--- config.mk ---
export PLATFORM = sky130hd
export DESIGN_NAME = ks_pipe_adder
export DESIGN_NICKNAME = d
export VERILOG_FILES = /design/src/rtl/ks_pkg.sv /design/src/rtl/ks_bit_gen.sv /design/src/rtl/ks_prefix_levels.sv /design/src/rtl/ks_sum_gen.sv /design/src/rtl/ks_pipe_adder.sv
export SDC_FILE = /design/constraint.sdc
export NUM_CORES = 1
export LEC_CHECK = 0
export ABC_AREA = 1
export BUFFER_PORTS_ARGS = -buffer_cell sky130_fd_sc_hd__buf_4
export CORE_MARGIN = 4
export CORE_UTILIZATION = 45
export DETAILED_ROUTE_END_ITERATION = 12
export PLACE_DENSITY = 0.71
export SLEW_MARGIN = 40
export SYNTH_ARGS = -nofsm -noshare
export SYNTH_HDL_FRONTEND = slang
export SYNTH_SLANG_ARGS = --single-unit
--- constraint.sdc ---
create_clock -name clk -period 0.8 [get_ports clk]
set_clock_uncertainty 0.1 [all_clocks]
set_input_delay 0.08 -clock clk [delete_from_list [all_inputs] [get_ports clk]]
set_output_delay 0.08 -clock clk [all_outputs]
set_load 0.02 [all_outputs]
--- src/rtl/ks_pkg.sv ---
package ks_pkg;

    localparam int unsigned ADD_W = 16;

    // group generate / propagate pair
    typedef struct packed {
        logic g;
        logic p;
    } gp_t;

    // two-input prefix operator: hi group spans above lo group
    function automatic gp_t gp_merge(gp_t hi, gp_t lo);
        gp_t r;
        r.g = hi.g | (hi.p & lo.g);
        r.p = hi.p & lo.p;
        return r;
    endfunction

endpackage

--- src/rtl/ks_bit_gen.sv ---
module ks_bit_gen
    import ks_pkg::*;
#(
    parameter int unsigned W = ADD_W
) (
    input  logic [W-1:0] a_i,
    input  logic [W-1:0] b_i,
    input  logic         cin_i,
    output gp_t  [W:0]   gp_o
);
    // position 0 carries the carry-in as a pure generate term
    always_comb begin
        gp_o[0].g = cin_i;
        gp_o[0].p = 1'b0;
    end

    for (genvar i = 0; i < int'(W); i++) begin : g_bit
        always_comb begin
            gp_o[i+1].g = a_i[i] & b_i[i];
            gp_o[i+1].p = a_i[i] ^ b_i[i];
        end
    end
endmodule

--- src/rtl/ks_prefix_levels.sv ---
module ks_prefix_levels
    import ks_pkg::*;
#(
    parameter int unsigned W     = ADD_W,
    parameter int unsigned FIRST = 0,
    parameter int unsigned COUNT = 2
) (
    input  gp_t [W:0] gp_i,
    output gp_t [W:0] gp_o
);
    gp_t [W:0] lvl [COUNT+1];

    assign lvl[0] = gp_i;

    for (genvar l = 0; l < int'(COUNT); l++) begin : g_lvl
        localparam int unsigned SPAN = 1 << (FIRST + l);
        for (genvar k = 0; k <= int'(W); k++) begin : g_node
            if (k >= int'(SPAN)) begin : g_merge
                assign lvl[l+1][k] = gp_merge(lvl[l][k], lvl[l][k-SPAN]);
            end else begin : g_pass
                assign lvl[l+1][k] = lvl[l][k];
            end
        end
    end

    assign gp_o = lvl[COUNT];
endmodule

--- src/rtl/ks_sum_gen.sv ---
module ks_sum_gen #(
    parameter int unsigned W = 16
) (
    input  logic [W-1:0] prop_i,
    input  logic [W-1:0] carry_i,
    output logic [W-1:0] sum_o
);
    assign sum_o = prop_i ^ carry_i;
endmodule

--- src/rtl/ks_pipe_adder.sv ---
module ks_pipe_adder
    import ks_pkg::*;
#(
    parameter int unsigned WIDTH = ADD_W
) (
    input  logic             clk,
    input  logic             rst,
    input  logic             in_valid,
    input  logic [WIDTH-1:0] in_a,
    input  logic [WIDTH-1:0] in_b,
    input  logic             in_cin,
    output logic             out_valid,
    output logic [WIDTH-1:0] out_sum,
    output logic             out_cout
);
    localparam int unsigned LEVELS  = $clog2(WIDTH);
    localparam int unsigned EARLY_L = LEVELS / 2;
    localparam int unsigned LATE_L  = LEVELS - EARLY_L;
    localparam int unsigned REACH   = 1 << LEVELS;
    localparam int unsigned STAGES  = 4;

    // ---------------- valid pipeline ----------------
    logic [STAGES-1:0] vld_q;

    always_ff @(posedge clk) begin
        if (rst) vld_q <= '0;
        else     vld_q <= {vld_q[STAGES-2:0], in_valid};
    end

    // ---------------- stage 1: bit terms ----------------
    gp_t [WIDTH:0] s1_d, s1_q;

    ks_bit_gen #(.W(WIDTH)) u_bits (
        .a_i   (in_a),
        .b_i   (in_b),
        .cin_i (in_cin),
        .gp_o  (s1_d)
    );

    always_ff @(posedge clk) s1_q <= s1_d;

    logic [WIDTH-1:0] s1_prop;
    for (genvar i = 0; i < int'(WIDTH); i++) begin : g_p1
        assign s1_prop[i] = s1_q[i+1].p;
    end

    // ---------------- stage 2: early prefix levels ----------------
    gp_t [WIDTH:0]    s2_d, s2_q;
    logic [WIDTH-1:0] s2_prop;

    ks_prefix_levels #(.W(WIDTH), .FIRST(0), .COUNT(EARLY_L)) u_early (
        .gp_i (s1_q),
        .gp_o (s2_d)
    );

    always_ff @(posedge clk) begin
        s2_q    <= s2_d;
        s2_prop <= s1_prop;
    end

    // ---------------- stage 3: late prefix levels, carry-out ----------------
    gp_t [WIDTH:0]    s3_d;
    logic [WIDTH-1:0] s3_carry_d, s3_carry_q, s3_prop;
    logic             s3_cout_d, s3_cout_q;

    ks_prefix_levels #(.W(WIDTH), .FIRST(EARLY_L), .COUNT(LATE_L)) u_late (
        .gp_i (s2_q),
        .gp_o (s3_d)
    );

    // prefix at position i covers carry-in and bits below i
    for (genvar i = 0; i < int'(WIDTH); i++) begin : g_c3
        assign s3_carry_d[i] = s3_d[i].g;
    end

    if (REACH > WIDTH) begin : g_cout_full
        assign s3_cout_d = s3_d[WIDTH].g;
    end else begin : g_cout_join
        gp_t top_grp;
        assign top_grp   = gp_merge(s3_d[WIDTH], s3_d[WIDTH-REACH]);
        assign s3_cout_d = top_grp.g;
    end

    always_ff @(posedge clk) begin
        s3_carry_q <= s3_carry_d;
        s3_prop    <= s2_prop;
        s3_cout_q  <= s3_cout_d;
    end

    // ---------------- stage 4: sum ----------------
    logic [WIDTH-1:0] s4_sum_d;

    ks_sum_gen #(.W(WIDTH)) u_sum (
        .prop_i  (s3_prop),
        .carry_i (s3_carry_q),
        .sum_o   (s4_sum_d)
    );

    always_ff @(posedge clk) begin
        out_sum  <= s4_sum_d;
        out_cout <= s3_cout_q;
    end

    assign out_valid = vld_q[STAGES-1];
endmodule

==> results.yml <==
status:
  status: "finished with violations"
  failed_checks: "negative setup slack"
timing:
  fin_crit_ns: 1.12
  clock.fmax_ghz: 0.890
  hold_slack_ns: 0.126
  relSlewSlack: 0.805
  setup_viol: 38
  rsz0062_at_grt: "true"
  setup_tns_ns: -6.52
  tightest_slew_ns: 0.292
  setup_ws_ns: -0.323
  finalMaxSlewViolations: 0
  hold_violations: 0
  finalCritPeriodShare: 1.40
clock_network:
  h-tree-depth: 4
  root_buffer: "clkbuf_8"
  clk-insertion-delay-late_ns: 0.51
  clock_path_buffers: 2
  clk_pin_slew_worst_paths_ns: 0.06
  cts_tree: "built"
  clkSinkCount: 133
  cts_buffers: 17
finish:
  final_util: 0.717
  fillers: 448
  stdcell_count: 504
  syn_to_final_growth_pct: 51.3
  antennaDiodeCount: 0
  stdcell_area_um2: 5310
  final_nets: 447
  drive_gt1_frac: 0.427
synthesis:
  ys_seq_area_frac: 0.759
  synth_top_family_by_area: "simple AND/OR/NAND/NOR gates"
  muxShareOfSynthArea: 0
  avgSynthCellArea_um2: 12.5
  synth-xor-area-share: 0.0399
  synthDistinctLibCells: 13
  synth_cells: 281
  synth_area_um2: 3510
  synthSimpleGateAreaFrac: 0.0688
  ys_seq_elements: 133
  ys.warnings.count: 0
  synth_compound_area_frac: 0.0606
  yosys.area_share.adder: 0.0570
  syn_nets: 333
floorplanning:
  pin_count: 54
  floorplan.initialDensity: 0.474
  die_area_um2: 9280
  die_height_um: 96.3
  num_rows: 31
  die_x_um: 96.3
  core_area_um2: 7410
grt:
  grt_max_degree: 17
  grt_overflow: 0
  grt_pass1_vias: 2397
  antenna_found_initial: 0
  grt_usage: 0.163
  grt_pass1_wl_um: 10900
pwr:
  powerDensity_nw_per_um2: 3100
  finalPower_mw: 16.4
  ir_drop_uv: 1690
  p_leak_nw: 2.33
critical_path:
  crit_cells: 1
  rr_startpoint: "s2_q[10]"
  cp.arrival_ns: 0.94
  crit_fanout: 1
  rrSetupSlack_ns: -0.16
  required_ns: 0.62
  startpoint: "out_sum[0]"
  end_kind: "primary output"
  critPathMaxStageDelay_ns: 0.31
  cp-start-kind: "flop"
  r2r_cells: 3
  critPathKind: "reg2out"
  rr_endpoint: "s3_carry_q[9]"
  crit_buf_inv: 1
  crit_family: "flip-flops"
  cpMaxStageDelayCell: "dfxtp_2"
  endpoint: "out_sum[0]"
  path_cells: "buf_6"
drt:
  routed_via_density: 4.48
  firstDrtPassIters: 4
  wl_per_cell_um: 14.2
  drt_iter0_drc: 111
  wl_um: 7170
  num_vias: 2258
  drc: 0
  drtAntennaViolNets: 0
placement:
  placed_cells: 437
  pre_cts_ws_ns: -0.127
  dp_hpwl_um: 3950
  port_buffers: 53
  gp_congestion: 0.768
  place_area_um2: 4060
flow_run:
  max-cap-violations: 0
min_path:
  min_path_type: "in2reg"
-- report_power, final --
| part | total [mW] | switching [mW] | internal (mW) |
|---|---|---|---|
| sequential | 7.96 | 0.497 | 7.46 |
| clock | 6.86 | 2.48 | 4.38 |
| combinational | 1.63 | 0.717 | 0.909 |
-- synth_stat cells --
cell      instances  area (um^2)
ha_1             16          200
nand2_1          38          143
dfxtp_1         133         2660
nor2_1           18         67.6
xor2_1           16          140
a21o_1            3         22.5
and2_1            1         6.26
o21ai_1          10         50.1
inv_1            14         52.6
nand3_1           5         25.0
a21oi_1          22          110
o21ai_0           3         15.0
o21bai_1          2         15.0
-- layout make-up --
| class | count | area, um^2 | area share |
|---|---|---|---|
| sequential | 133 | 2750 | 0.517 |
| multi-input combinational | 134 | 976 | 0.184 |
| timing repair buffer | 95 | 880 | 0.166 |
| clock buffer | 25 | 484 | 0.0912 |
| tap | 99 | 124 | 0.0233 |
| inverter | 14 | 52.6 | 0.00989 |
| clock inverter | 4 | 47.5 | 0.00895 |
-- kinds of logic after synthesis --
logic type | count (synthesis)
fa+ha+maj | 16
flops | 133
buf+inv | 14
xor+xnor | 16
simple gates | 62
compound gates | 40
-- layout by cell type, fill, tap and decap left out --
cell / n
buf_6: 21
dfxtp_4: 8
a21oi_1: 4
inv_1: 13
inv_2: 1
dfxtp_2: 44
nand3_1: 3
a21oi_4: 8
a21o_1: 3
o21ai_1: 8
clkbuf_1: 4
clkinvlp_4: 1
clkinv_2: 2
o21ai_2: 5
dlygate4sd3_1: 35
and2_1: 1
nor2_2: 1
clkbuf_8: 5
clkbuf_16: 16
nand2_2: 9
xor2_1: 16
nand2_1: 29
o21bai_1: 2
buf_4: 39
nor2_1: 17
dfxtp_1: 81
ha_1: 16
bufinv_16: 1
a21oi_2: 10
nand3_2: 2
-- worst reg2reg max path, cell delays in order (launching register included) --
cell     delay (ns)
dfxtp_2        0.33
a21o_1         0.23
nand2_1        0.10
nand2_1        0.08
-- sequential cells by signal, summed over array words and instances (netlist names) --
name and cells:
vld_q 4, s3_cout_q 1, s2_prop 16, s1_q 17
out_cout 1, s2_q 30, out_sum 16, s1_prop 16
s3_prop 16, s3_carry_q 16
-- timing repair --
item | 4_1_cts | 5_1_grt
pin swaps | 17 | 11
buffers inserted | 2 | 1
hold buffers | 35 | 0
hold endpoints to repair | 37 | 0
endpoints found under the setup margin | 44 | 51
resized for setup | 84 | 44
-- worst min path at each step --
stage                start  slack [ns]  cells past startpoint  endpoint
finish              in_cin        0.13                      2   s1_q[1]
CTS                 in_cin         0.1                      2   s1_q[1]
detailed placement  in_cin        0.09                      1   s1_q[1]
global placement    in_cin        0.09                      1   s1_q[1]
floorplan           in_cin       0.008                      0   s1_q[1]
global route        in_cin        0.12                      2   s1_q[1]
-- routing by layer --
metal / track usage / vias to the layer above / routed length [um]
met5: 0 / - / 0
met4: 0.0759 / 0 / 165
met3: 0.0727 / 17 / 377
met2: 0.278 / 67 / 3710
met1: 0.172 / 1037 / 2910
li1: - / 1137 / -
(Power assumes the default switching activity.)
